==> src/rtl/phsel_pkg.sv <==
// Package: shared types for the phase window selector.
// Assumes: nothing beyond IEEE 1800-2017.
package phsel_pkg;
    typedef enum logic {
        WALK_IDLE = 1'b0,
        WALK_BUSY = 1'b1
    } walk_state_e;
endpackage

==> src/rtl/phsel_scan.sv <==
// Module: phsel_scan
// Walks the captured pass mask one phase per clock. It tracks the current
// run and the best run seen so far. When bit 0 and the top bit are both set
// (and the mask is not all ones), the run starting at 0 is held aside and
// added to the length of the run that ends at the top phase.
// Assumes: start_i is honoured only while idle; NPH >= 2.
module phsel_scan
    import phsel_pkg::*;
#(
    parameter int NPH = 16,
    parameter int PW  = $clog2(NPH),
    parameter int LW  = PW + 2
) (
    input  logic           clk,
    input  logic           rst_n,
    input  logic           start_i,
    input  logic [NPH-1:0] mask_i,
    output logic           fin_o,
    output logic [PW-1:0]  best_start_o,
    output logic [LW-1:0]  best_len_o,
    output logic           merge_err_o
);
    localparam logic [PW-1:0] LAST_IDX = PW'(NPH - 1);

    walk_state_e    st;
    logic [PW-1:0]  idx;
    logic [NPH-1:0] mask_q;
    logic           wrap_q;
    logic [LW-1:0]  cur_len, first_len, best_len;
    logic [PW-1:0]  cur_start, best_start;
    logic           merr;

    logic           bit_now, nxt_bit, last, run_end, zero_run, tail_run, take;
    logic [LW-1:0]  len_now, cand_len, nb_len;
    logic [PW-1:0]  start_now, nb_start;
    logic           nb_merr;

    // Evaluate the phase under the cursor and fold a finished run into the best.
    always_comb begin
        last      = (idx == LAST_IDX);
        bit_now   = mask_q[idx];
        nxt_bit   = last ? 1'b0 : mask_q[idx + 1'b1];
        len_now   = cur_len + 1'b1;
        start_now = (cur_len == '0) ? idx : cur_start;
        run_end   = bit_now & ~nxt_bit;
        zero_run  = wrap_q & (start_now == '0);
        tail_run  = wrap_q & last;
        cand_len  = tail_run ? (len_now + first_len) : len_now;
        take      = run_end & ~zero_run & (cand_len > best_len);
        nb_len    = take ? cand_len : best_len;
        nb_start  = take ? start_now : best_start;
        nb_merr   = merr | (run_end & tail_run & (cand_len >= LW'(NPH)));
    end

    assign fin_o        = (st == WALK_BUSY) & last;
    assign best_start_o = nb_start;
    assign best_len_o   = nb_len;
    assign merge_err_o  = nb_merr;

    // Sequencer: capture on start, then advance one phase per clock.
    always_ff @(posedge clk) begin
        if (!rst_n) begin
            st         <= WALK_IDLE;
            idx        <= '0;
            mask_q     <= '0;
            wrap_q     <= 1'b0;
            cur_len    <= '0;
            cur_start  <= '0;
            first_len  <= '0;
            best_len   <= '0;
            best_start <= '0;
            merr       <= 1'b0;
        end else if (st == WALK_IDLE) begin
            if (start_i) begin
                st         <= WALK_BUSY;
                idx        <= '0;
                mask_q     <= mask_i;
                wrap_q     <= mask_i[0] & mask_i[NPH-1] & ~(&mask_i);
                cur_len    <= '0;
                cur_start  <= '0;
                first_len  <= '0;
                best_len   <= '0;
                best_start <= '0;
                merr       <= 1'b0;
            end
        end else begin
            cur_len    <= (bit_now & nxt_bit) ? len_now : '0;
            cur_start  <= start_now;
            best_len   <= nb_len;
            best_start <= nb_start;
            merr       <= nb_merr;
            if (run_end & zero_run) first_len <= len_now;
            idx <= idx + 1'b1;
            if (last) st <= WALK_IDLE;
        end
    end

    // a run in progress can never be longer than the phases walked so far.
    p_run_bounded_r2: assert property (@(posedge clk) disable iff (!rst_n)
        (st == WALK_BUSY) |-> (cur_len <= LW'(idx)));
    // on a wrapping mask the zero-based run is recorded before the top phase.
    p_first_kept_r3: assert property (@(posedge clk) disable iff (!rst_n)
        (st == WALK_BUSY && wrap_q && idx == LAST_IDX) |-> (first_len != '0));
    // the best recorded length never exceeds the phase count.
    p_best_range_r5: assert property (@(posedge clk) disable iff (!rst_n)
        best_len <= LW'(NPH));
endmodule

==> src/rtl/phsel_pick.sv <==
// Module: phsel_pick
// Combinational: turns a run (first phase, length) into the phase at
// offset floor(3L/4), less one when non-zero, wrapped modulo NPH.
// Assumes: len_i <= 2*NPH.
module phsel_pick #(
    parameter int NPH = 16,
    parameter int PW  = $clog2(NPH),
    parameter int LW  = PW + 2
) (
    input  logic [PW-1:0] start_i,
    input  logic [LW-1:0] len_i,
    output logic [PW-1:0] phase_o
);
    localparam int XW = LW + 2;

    logic [XW-1:0] triple, pos, sum;

    // Offset arithmetic and modulo wrap.
    always_comb begin
        triple = (XW'(len_i) << 1) + XW'(len_i);
        pos    = triple >> 2;
        if (pos != '0) pos = pos - 1'b1;
        sum = XW'(start_i) + pos;
        if (sum >= XW'(NPH)) sum = sum - XW'(NPH);
        phase_o = sum[PW-1:0];
    end
endmodule

==> src/rtl/phase_window_select.sv <==
// Module: phase_window_select (top)
// Accepts a pass mask on start, walks it over NPH cycles, and presents the
// chosen phase with a one-cycle valid pulse. Phase and error hold until the
// next result.
// Assumes: synchronous active-low reset; the caller waits for valid.
module phase_window_select #(
    parameter int NPH = 16,
    parameter int PW  = $clog2(NPH),
    parameter int LW  = PW + 2
) (
    input  logic           clk,
    input  logic           rst_n,
    input  logic           start_i,
    input  logic [NPH-1:0] pass_mask_i,
    output logic [PW-1:0]  phase_o,
    output logic           valid_o,
    output logic           err_o
);
    logic          fin;
    logic [PW-1:0] best_start, pick_phase;
    logic [LW-1:0] best_len;
    logic          merge_err, no_phase;

    phsel_scan #(.NPH(NPH), .PW(PW), .LW(LW)) u_scan (
        .clk          (clk),
        .rst_n        (rst_n),
        .start_i      (start_i),
        .mask_i       (pass_mask_i),
        .fin_o        (fin),
        .best_start_o (best_start),
        .best_len_o   (best_len),
        .merge_err_o  (merge_err)
    );

    phsel_pick #(.NPH(NPH), .PW(PW), .LW(LW)) u_pick (
        .start_i (best_start),
        .len_i   (best_len),
        .phase_o (pick_phase)
    );

    assign no_phase = (best_len == '0) | merge_err;

    // Result register: load on the final walk step, otherwise hold.
    always_ff @(posedge clk) begin
        if (!rst_n) begin
            phase_o <= '0;
            valid_o <= 1'b0;
            err_o   <= 1'b0;
        end else begin
            valid_o <= fin;
            if (fin) begin
                err_o   <= no_phase;
                phase_o <= no_phase ? '0 : pick_phase;
            end
        end
    end

    // valid lasts one cycle.
    p_valid_pulse_r6: assert property (@(posedge clk) disable iff (!rst_n)
        valid_o |=> !valid_o);
    // outputs hold when no walk finishes.
    p_result_hold_r6: assert property (@(posedge clk) disable iff (!rst_n)
        !fin |=> ($stable(phase_o) && $stable(err_o)));
    // an error result carries phase 0.
    p_err_phase_r1: assert property (@(posedge clk) disable iff (!rst_n)
        (valid_o && err_o) |-> (phase_o == '0));
endmodule

==> config.mk <==
export PLATFORM = sky130hd
export DESIGN_NAME = phase_window_select
export DESIGN_NICKNAME = d
export VERILOG_FILES = /design/src/rtl/phsel_pkg.sv /design/src/rtl/phsel_scan.sv /design/src/rtl/phsel_pick.sv /design/src/rtl/phase_window_select.sv
export SDC_FILE = /design/constraint.sdc
export NUM_CORES = 1
export LEC_CHECK = 0
export ABC_AREA = 0
export BUFFER_PORTS_ARGS = -buffer_cell sky130_fd_sc_hd__buf_4
export CORE_MARGIN = 2
export CORE_UTILIZATION = 50
export DETAILED_ROUTE_END_ITERATION = 7
export GPL_TIMING_DRIVEN = 1
export PLACE_DENSITY = 0.68
export SYNTH_ARGS = -nofsm -noshare
export SYNTH_HDL_FRONTEND = slang
export SYNTH_SLANG_ARGS = --single-unit
==> constraint.sdc <==
create_clock -name clk -period 10.3 [get_ports clk]
set_clock_uncertainty 0.1 [all_clocks]
set_input_delay 0.515 -clock clk [delete_from_list [all_inputs] [get_ports clk]]
set_output_delay 0.515 -clock clk [all_outputs]
set_load 0.1 [all_outputs]
== Word-level counts from Yosys, hierarchy flattened ==
Index checks and enable logic that the tools add are counted.
Storage, ports and cells
  register bits: 55
  input bits: 19
Cells by class
  eq/ne operators: 2
  muxes and demuxes: 27
  reductions and logical operators: 8
  $add $sub $neg: 7
  bitwise gates (word level): 18
  magnitude comparators: 5
Operator list (number)
  $mux W6: 8
  $mux W4: 8
  $reduce_and A16 Y1: 1
  $and A1 B1 Y1: 12
  $logic_not A6 Y1: 2
  $lt A4 B5 Y1 const B: 2
  $add A4 B8 Y8: 1
  $add A7 B6 Y8: 1
  $bmux W1 S4: 2
  $ge A8 B5 Y1 const B: 1
  $mux W1: 8
  $mux W8: 1
  $reduce_bool A8 Y1: 1
  $sub A6 B1 Y7 const B: 1
  $add A6 B1 Y6 const B: 1
  $add A6 B6 Y6: 1
  $ge A6 B5 Y1 const B: 1
  $gt A6 B6 Y1: 1
  $add A4 B1 Y4 const B: 1
  $eq A4 B4 Y1 const B: 1
  $logic_not A4 Y1: 1
  $not A1 Y1: 4
  $reduce_and A2 Y1: 2
  $sub A4 B1 Y4 const B: 1
  other kinds (3): 4

== Depth between registers and ports, before layout ==
Gate-level depths: netlist of the first run.
  depth in word-level cells: 16
  gate-level depth with buffers: 32
  depth with buffers taken out: 30

== Modules after synthesis ==
A second synthesis of the first run with hierarchy kept.
Second synthesis, totals
  cells, all modules: 439
  area total of the unflattened synthesis: 3912.5 µm²
Modules (own cells, without submodules)
  phsel_scan: area each 3201.8 µm², instances 1, seq. area each 980.9 µm², cells each 363
  phsel_pick: area each 459.2 µm², instances 1, seq. area each 0.0 µm², cells each 51
  phase_window_select: area each 251.5 µm², instances 1, seq. area each 120.1 µm², cells each 25

== Worst setup path before layout of the first run ==
OpenSTA, ideal clock, no wires.
  path type: register to register
  start: register u_scan.cur_len[0]
  end: register phase_o[3]
  period minus slack after synthesis: 6.884 ns
  stages on the path, launching flop included: 30
  required time: 10.069 ns
  data arrival time: 6.653 ns
  path buffers: 2
  setup slack: 3.416 ns
  library setup time: 0.131 ns
  cell sequence: dfxtp_1 -> inv_1 -> ha_1 -> ha_1 -> a211o_1 -> a2111o_1 -> o211ai_1 -> xnor2_1 -> ha_1 -> nand4_1 -> o221ai_1 -> o2111ai_2 -> nor2_4 -> buf_6 -> clkbuf_1 -> a21oi_1 -> ha_1 -> nand2_1 -> or4_4 -> o311a_4 -> a211oi_1 -> o32ai_4 -> nor2_4 -> mux2i_1 -> ha_1 -> a21o_1 -> a21oi_1 -> xnor2_1 -> nand2b_1 -> o211ai_1
Between the ends
  longest elaborated chain between the ends: 15
  elaborated cells between the ends (all ways): 27
Ends and longest elaborated chain
  start, declared: line phsel_scan.sv:29  | logic [LW-1:0] cur_len, first_len, best_len;
  start signal, assigned: line phsel_scan.sv:87  | cur_len <= (bit_now & nxt_bit) ? len_now : '0;
  parallel branches: the longest is 14 deep, another holds $add A7 B6 Y8
  $mux W4 (*): line phase_window_select.sv:53  | phase_o <= no_phase ? '0 : pick_phase;
  end signal, assigned: line phase_window_select.sv:53
  end, declared: line phase_window_select.sv:15  | output logic [PW-1:0] phase_o,
Mark *: on every way between the ends.
A chain may end at the register's enable or synchronous reset.

== Worst setup path after layout of the first run ==
  start: register u_scan.idx[0]
  end: register phase_o[3]
Between the ends
  longest elaborated chain between the ends: 16
  elaborated cells between the ends (all ways): 36
Ends and longest elaborated chain
  start, declared: line phsel_scan.sv:26  | logic [PW-1:0] idx;
  start signal, assigned: line phsel_scan.sv:93  | idx <= idx + 1'b1;
  $add A4 B1 Y4: line phsel_scan.sv:42  | nxt_bit = last ? 1'b0 : mask_q[idx + 1'b1];
  $bmux W1 S4: line phsel_scan.sv:42
  $mux W1 (implied by the code): line phsel_scan.sv:42
  $mux W1: line phsel_scan.sv:42
  $not A1 Y1: line phsel_scan.sv:45  | run_end = bit_now & ~nxt_bit;
  $and A1 B1 Y1: line phsel_scan.sv:45
  $and A1 B1 Y1 (2 in a row): line phsel_scan.sv:49  | take = run_end & ~zero_run & (cand_len > best_len);
  $mux W6: line phsel_scan.sv:50  | nb_len = take ? cand_len : best_len;
  $add A7 B6 Y8: line phsel_pick.sv:20  | triple = (XW'(len_i) << 1) + XW'(len_i);
  $sub A6 B1 Y7 / $reduce_bool A8 Y1 (equally long branches): line phsel_pick.sv:22  | if (pos != '0) pos = pos - 1'b1;
  $mux W8: line phsel_pick.sv:22
  $add A4 B8 Y8: line phsel_pick.sv:23  | sum = XW'(start_i) + pos;
  $ge A8 B5 Y1 / $sub A4 B1 Y4 (equally long branches): line phsel_pick.sv:24  | if (sum >= XW'(NPH)) sum = sum - XW'(NPH);
  $mux W4: line phsel_pick.sv:24
  $mux W4: line phase_window_select.sv:53
Parallel ways exist; a longest one is shown, timed or not. The select of a mux whose other input is x is not followed.

==> results.md, run 1 <==
Status:
- The flow ran to the end, and the final reports show no timing, DRC or antenna violations.

Run:
- The tool flagged a number of max-cap violations equal to 0.

GRT:
- The initial antenna violation count is 0.
- In the global route stage, overall resource usage came out at 22.2%.
- The pin count of the biggest net entering global routing is 41.
- The number of global-route vias before repair is 3,230.
- Global routing consumed, on the met3 layer, 2.93% of the routing resources.
- In the global route stage, met1 resource usage came out at 29.6%.
- The first global-routing pass estimated 15,600 µm of wire.
- The residual overflow from global routing is 0.
- For met2 alone, demand over resource in global routing was 38.3%.
- The layer with the highest usage is met2.

Die:
- In this run the count of I/O pins placed on the die edge is 25.
- The initialized floorplan defines 32 standard-cell rows.
- The initial utilization of the core area, before any placement, comes to 51.5%.
- The overall die width is 93.0 µm.
- The die covers 8640 µm².
- From bottom edge to top edge, the die measures 93.0 µm.
- In this run the standard cell core region covers 7690 µm².

Synth:
- The gate count of the mapped netlist is 469.
- Among all cell types in the netlist, the one instantiated most often is sky130_fd_sc_hd__nand2_1.
- In this run, synthesis produced a sequential element count of 55.
- In this run, synthesis inferred 0 flip-flops with an integrated enable.
- In the post-synthesis netlist, the biggest area contributors are sky130_fd_sc_hd__dfxtp_1 28%, sky130_fd_sc_hd__ha_1 7.6%, sky130_fd_sc_hd__a21oi_1 6.2%, sky130_fd_sc_hd__nand2_1 5.5%, sky130_fd_sc_hd__nor2_1 4.6%.
- The netlist area before placement is 3960 µm².
- The biggest area contributor in the post-synthesis netlist is sky130_fd_sc_hd__dfxtp_1.
- The number of distinct library cells after synthesis is 63.
- Of the post-synthesis cell area, the dominant cell type holds 27.8%.
- By count the netlist is led by 58 x sky130_fd_sc_hd__nand2_1, 55 x sky130_fd_sc_hd__dfxtp_1, 49 x sky130_fd_sc_hd__a21oi_1, 49 x sky130_fd_sc_hd__nor2_1, 31 x sky130_fd_sc_hd__inv_1.
- The post-synthesis async set-or-reset flop share is 0%.
- The number of synthesis warnings is 0.
- The most used flip-flop cell after synthesis is sky130_fd_sc_hd__dfxtp_1.
- The average instance area after synthesis is 8.44 µm².
- The number of nets handed over by synthesis was 515.
- The share of synthesized area occupied by flip-flops and latches is 27.8%.

Final layout:
- From synthesis to final layout, the design area changed by 6.39%.
- For this run, the post-layout net count is 524.
- Summing all flip-flop and latch instances after layout gives 1100 µm².
- Once layout is done, the placed cells without fillers occupy 4210 µm².
- The ratio of cells with drive above 1 in the final layout is 12.5%.
- Measured on the finished design, the core utilization comes to 54.8%.
- The multi-input combinational cells in the finished layout cover a total of 2580 µm².
- The fill cell instance count of the final layout is 760.
- The repair_antennas step left the layout with diodes totalling 0.
- The count of cells in the finished layout, fillers not included, comes to 581.

STA:
- The worst setup slack after layout is 2.27 ns.
- The count of endpoints failing hold in the final timing report came to 0.
- The worst slew margin relative to its limit is 26.4%.
- Setup repair after global routing left no endpoint under its margin.
- The worst path uses 78.0% of the clock period.
- The worst hold slack after final layout is 0.343 ns.
- The upper clock frequency limit is 124 MHz.
- The total of endpoints with negative setup slack in the final report is 0.
- The slew at the pin closest to its max-slew limit is 1.10 ns.
- The minimum clock period is 8.03 ns.
- The number of max-slew violations in the final report was 0.
- Adding up every negative setup slack in the final design gives 0 ns.

Routing:
- Dividing the detail-routed wire length by the instance count gives 15.8 µm.
- In this run the remaining antenna-violating nets after routing total 0.
- The pre-antenna-repair detailed-routing pass consisted of 5 iterations.
- The first routing iteration left 169 violations.
- After detailed routing, the number of vias per cell comes to 5.87.
- Wires add up to 9200 µm.
- The final routed DRC violation total is 0.
- Summing over every cut layer, the via total after detailed routing is 3,410.

Placed design:
- Before CTS, the worst setup slack after placement is 2.32 ns.
- The total instance count after detailed placement is 573.
- At the end of routability-driven placement, the weighted congestion stood at 0.830.
- Detailed placement finished with a half-perimeter wire length of 6930 µm.
- After detailed placement, the total cell area comes to 4130 µm².
- In this run the tool buffered the top-level ports with 24 buffer cells.

Worst hold path:
- The path class of the lowest-slack min-delay path is input pin to register.

CTS:
- The maximum number of buffers from clock root to sink is 2.
- The total clock buffers created by CTS is 5.
- The clock input transition at the sequential cells of the worst setup and hold paths is 0.11 ns.
- The clock latency at the later pin of the worst-skew pair is 0.31 ns.
- The number of hold buffers added after CTS was 0.
- The H-tree generated during clock tree synthesis spans 2 levels.
- TritonCTS built the clock tree.
- Once the clock tree was built, the resizer swapped 0 gates to a different size.
- The root buffer cell is sky130_fd_sc_hd__clkbuf_8.
- The CTS sink count is 55.
- The number of buffers inserted to repair setup after CTS is 0.

Worst setup path:
- At the worst endpoint, the required time is 10.41 ns.
- Among the stages of the critical path, the cell type that occurs most often is sky130_fd_sc_hd__ha_1.
- The largest single stage delay on the critical path is 0.79 ns.
- The slowest cell on the critical path is sky130_fd_sc_hd__dfxtp_1.
- The startpoint kind of the worst setup timing path is a register.
- STA puts the critical path data arrival time at 8.14 ns.
- The kind of critical path is register to register.
- The peak fanout along the critical path is 27.
- The worst setup path is captured at a register.

Pwr:
- The total power density per cell area is 103 nW/µm².
- In this run the static leakage power is 1.69 nW.
- VDD sags by at most 0.0595 mV.
- The design draws 0.435 mW.
==> flip-flops by register name (all words and copies together), names as in the netlist <==
signal / flops
u_scan.best_start: 4
u_scan.mask_q: 16
u_scan.idx: 4
u_scan.wrap_q: 1
u_scan.first_len: 6
u_scan.cur_len: 6
valid_o: 1
u_scan.cur_start: 4
err_o: 1
phase_o: 4
u_scan.best_len: 6
u_scan.st: 1
u_scan.merr: 1
==> placed cells by master, fill, tap and decap left out, types with 3 or more instances in the layout <==
cell / instances
sky130_fd_sc_hd__nand2_1: 58
sky130_fd_sc_hd__dfxtp_1: 55
sky130_fd_sc_hd__a21oi_1: 49
sky130_fd_sc_hd__nor2_1: 49
sky130_fd_sc_hd__inv_1: 31
sky130_fd_sc_hd__buf_4: 27
sky130_fd_sc_hd__ha_1: 24
sky130_fd_sc_hd__mux2i_1: 17
sky130_fd_sc_hd__xnor2_1: 11
sky130_fd_sc_hd__a22oi_1: 11
sky130_fd_sc_hd__nand3_1: 9
sky130_fd_sc_hd__nand4_1: 8
sky130_fd_sc_hd__o21ai_0: 8
sky130_fd_sc_hd__mux4_2: 6
sky130_fd_sc_hd__nand2b_1: 5
sky130_fd_sc_hd__mux2_2: 5
sky130_fd_sc_hd__xor2_1: 5
sky130_fd_sc_hd__o211ai_1: 5
sky130_fd_sc_hd__and2_1: 5
sky130_fd_sc_hd__o21a_1: 5
sky130_fd_sc_hd__nor3_1: 5
sky130_fd_sc_hd__and3_1: 5
sky130_fd_sc_hd__clkbuf_8: 5
sky130_fd_sc_hd__nor4_1: 4
sky130_fd_sc_hd__a32oi_1: 4
sky130_fd_sc_hd__nand3b_1: 3
sky130_fd_sc_hd__or2_2: 3
sky130_fd_sc_hd__mux4_1: 3
sky130_fd_sc_hd__a31oi_1: 3
sky130_fd_sc_hd__a21o_1: 3
sky130_fd_sc_hd__fa_1: 3
==> path summary, 6_finish.rpt <==
path                            slack [ns]           endpoint            start  cells past startpoint
worst max-delay path                  2.27         phase_o[3]    u_scan.idx[0]                     25
worst min-delay path                  0.34  u_scan.mask_q[12]  pass_mask_i[12]                      3
worst max register to register        2.27         phase_o[3]    u_scan.idx[0]                     25
worst min register to register        0.36         phase_o[2]       phase_o[2]                      2
==> final cells by class <==
| class | count | share of cell area [%] |
|---|---|---|
| clock buffers | 6 | 1.72 |
| clock inverters | 2 | 0.297 |
| inverters | 31 | 2.76 |
| multi-input cells | 358 | 61.2 |
| flip-flops and latches | 55 | 26.2 |
| well taps | 102 | 3.03 |
| repair buffers | 27 | 4.81 |
==> where the power goes <==
group          switching [mW]  internal, mW  leakage (nW)  total, mW
Sequential            0.00658         0.218         0.446      0.224
Combinational          0.0496        0.0391          1.20     0.0886
Clock                  0.0740        0.0478        0.0412      0.122
Total                   0.130         0.305          1.69      0.435
==> per-layer routing <==
metal	part of all wire, %	wire length (µm)
met5	0	0
met1	48	4390
met4	1.0	96
met3	3.6	328
met2	48	4380
==> worst max-delay path, delay by kind of cell (launching register included) <==
family	cells	cell delay, ns
flip-flops	1	0.79
AND/OR/NAND/NOR	8	2.52
AO/OA/AOI/OAI	10	2.30
adder cells (fa/ha/maj)	4	1.63
XOR/XNOR	2	0.36
multiplexers	1	0.21
==> logic make-up after synthesis <==
| group | synth area share, % |
|---|---|
| AOI/OAI and AO/OA | 19.4 |
| xor gates and xnor gates | 3.54 |
| adders and majority gates | 10.2 |
| buffers and inverters | 7.05 |
| DFF | 27.8 |
| muxes | 11.8 |
| and+or+nand+nor | 20.2 |
Power figures use the tool's default switching activity.
==> inputs of run 2 (changes only) <==
==> constraint.sdc (replaced) <==
create_clock -name clk -period 7.88 [get_ports clk]
set_clock_uncertainty 0.1 [all_clocks]
set_input_delay 0.394 -clock clk [delete_from_list [all_inputs] [get_ports clk]]
set_output_delay 0.394 -clock clk [all_outputs]
set_load 0.1 [all_outputs]
==> results.md, run 2 (synthesis gave the netlist of run 1 again) <==
Status:
- The run finished with clean final reports.

Worst setup path:
- The data arrival time of the critical path is 7.46 ns.
- Data on the critical path is required at its endpoint by 7.99 ns.
- Broken down by cell family, the worst path's largest delay share belongs to compound AO/OA/AOI/OAI gates.
- The type of element capturing the critical path is a register.
- The peak fanout along the critical path is 9.
- The maximum cell stage delay along the critical path is 0.52 ns.
- The slowest cell on the critical path is sky130_fd_sc_hd__or4_4.
- The cell repeated most along the worst path is sky130_fd_sc_hd__ha_1.
- The worst path buffer plus inverter count is 1.
- The worst setup path is launched from a register.
- The kind of critical path is register to register.

Routing:
- The mean number of vias per cell is 5.86.
- In this run the remaining antenna-violating nets after routing total 0.
- The number of optimization iterations in the first detailed-route pass is 4.
- For this block, the initial DRC count from the detailed router was 199.
- The detailed-route wire length is 9510 µm.
- The final routed DRC violation total is 0.
- The total vias in the final route is 3,421.
- Dividing the detail-routed wire length by the instance count gives 16.3 µm.

STA:
- For the pin with the worst max-slew slack, the measured transition is 1.10 ns.
- The number of max-slew violations in the final report is 0.
- The count of endpoints failing hold in the final timing report came to 0.
- The worst slew margin relative to its limit is 26.1%.
- The total negative setup slack is 0 ns.
- The final critical-path share of the clock period is 93.3%.
- The total of endpoints with negative setup slack in the final report is 0.
- After layout, the minimum clock period comes to 7.35 ns.
- Setup repair after global routing left no endpoint under its margin.
- The upper clock frequency limit is 136 MHz.

GRT:
- The initial antenna violation count is 0.
- Entering global routing, the biggest net connects 41 pins.
- The global-route wire length before repair is 16,300 µm.
- The number of global-route vias before repair is 3,380.
- The total global routing track utilization is 23.2%.
- After global routing the overflow that remains totals 0.

Pwr:
- The total power density per cell area is 137 nW/µm².
- In this run the static leakage power is 1.71 nW.
- Across the VDD grid, the largest voltage drop is 0.0768 mV.

Final layout:
- For this run, the post-layout net count is 527.
- u_scan.mask_q holds more flip-flops than any other register.
- The flip-flop count of the largest register after layout is 16.
- The utilization of the core after routing is 55.2%.
- The library cell used most frequently in the layout, excluding fill and tap cells, is sky130_fd_sc_hd__nand2_1.
- Relative to the synthesized area, the layout overhead comes to 7.24%.
- The ratio of cells with drive above 1 in the final layout is 13.3%.
- Leaving out fill and tap cells, the most frequent cells in the layout are 58 x sky130_fd_sc_hd__nand2_1, 55 x sky130_fd_sc_hd__dfxtp_1, 49 x sky130_fd_sc_hd__a21oi_1, 49 x sky130_fd_sc_hd__nor2_1, 31 x sky130_fd_sc_hd__inv_1.
- The number of antenna diodes in the final layout is 0.
- The post-route non-filler standard cell count is 584.

Placed design:
- The routability-driven placement congestion ratio is 0.944.
- The wire-length estimate of the detail-placed layout is 7060 µm.
- The number of port buffers is 24.
- In this run, placement finished with an instance count of 576.

CTS:
- Clock-pin slew was measured on the worst setup and hold paths at 0.11 ns.
- TritonCTS built the clock tree.
- The number of buffers inserted to repair setup after CTS is 0.
- The total number of H-tree levels is 2.
- In this run, CTS created clock tree buffers numbering 5.
- The clock latency at the later pin of the worst-skew pair is 0.32 ns.
- The root buffer cell is sky130_fd_sc_hd__clkbuf_8.
- The CTS sink count is 55.
- The maximum number of buffers from clock root to sink is 2.
- The hold buffer count at cts is 0.
- The number of gates resized after cts is 0.

Die:
- Measured along the y axis, the die boundary spans 93.0 µm.
- The initial utilization of the core area, before any placement, comes to 51.5%.
- After floorplanning, the core was divided into 32 placement rows.
- The area inside the core boundary is 7690 µm².
- The overall die width is 93.0 µm.
- The count of boundary I/O pins is 25.
- The area enclosed by the die boundary is 8640 µm².

Run:
- The reported max-cap violation count is 0.

Worst hold path:
- The path class of the lowest-slack min-delay path is input pin to register.
[run 2: changes by cell type in the layout (fill, tap and decap cells not counted)]
cell and change:
sky130_fd_sc_hd__buf_4 +3, sky130_fd_sc_hd__clkbuf_1 -1, sky130_fd_sc_hd__clkinv_2 -1, sky130_fd_sc_hd__clkinv_4 +1
sky130_fd_sc_hd__inv_8 +1
[run 2: worst paths after layout]
kind / slack (ns) / to / from / depth (start not counted)
worst min register to register: 0.36 / phase_o[2] / phase_o[2] / 2
worst max-delay path: 0.53 / phase_o[3] / u_scan.cur_len[0] / 27
worst min-delay path: 0.20 / u_scan.idx[3] / rst_n / 2
worst max register to register: 0.53 / phase_o[3] / u_scan.cur_len[0] / 27
[run 2: report_power, final]
part           switching (mW)  total (mW)  internal [mW]
logic                  0.0672       0.119         0.0520
clock network           0.105       0.171         0.0656
registers             0.00676       0.291          0.285
[run 2: stage by stage]
stage | hold WS [ns] | total power, mW | setup WS [ns] | area [µm²]
2_1_floorplan | 0.343 | 0.387 | 0.996 | 3960
5_1_grt | 0.201 | 0.613 | 0.0420 | 4240
4_1_cts | 0.208 | 0.585 | 0.542 | 4240
6_report | 0.204 | 0.582 | 0.527 | 4240
3_3_place_gp | 0.337 | 0.414 | 0.943 | 4150
3_5_place_dp | 0.346 | 0.417 | 0.561 | 4150
[run 2: cell type report]
type | count | area (µm²)
flip-flops and latches | 55 | 1100
fillers | 766 | 3440
inverters | 31 | 116
well taps | 102 | 128
clock buffers | 5 | 68.8
repair buffers | 30 | 225
multi-input cells | 358 | 2580
clock inverters | 3 | 27.5
[run 2: layer usage]
metal	global-route usage [%]	routed length [µm]	vias up
met2	39.4	4580	76
met3	2.93	392	18
met1	31.0	4350	1621
li1	-	-	1706
met5	0	0	-
met4	6.62	195	0
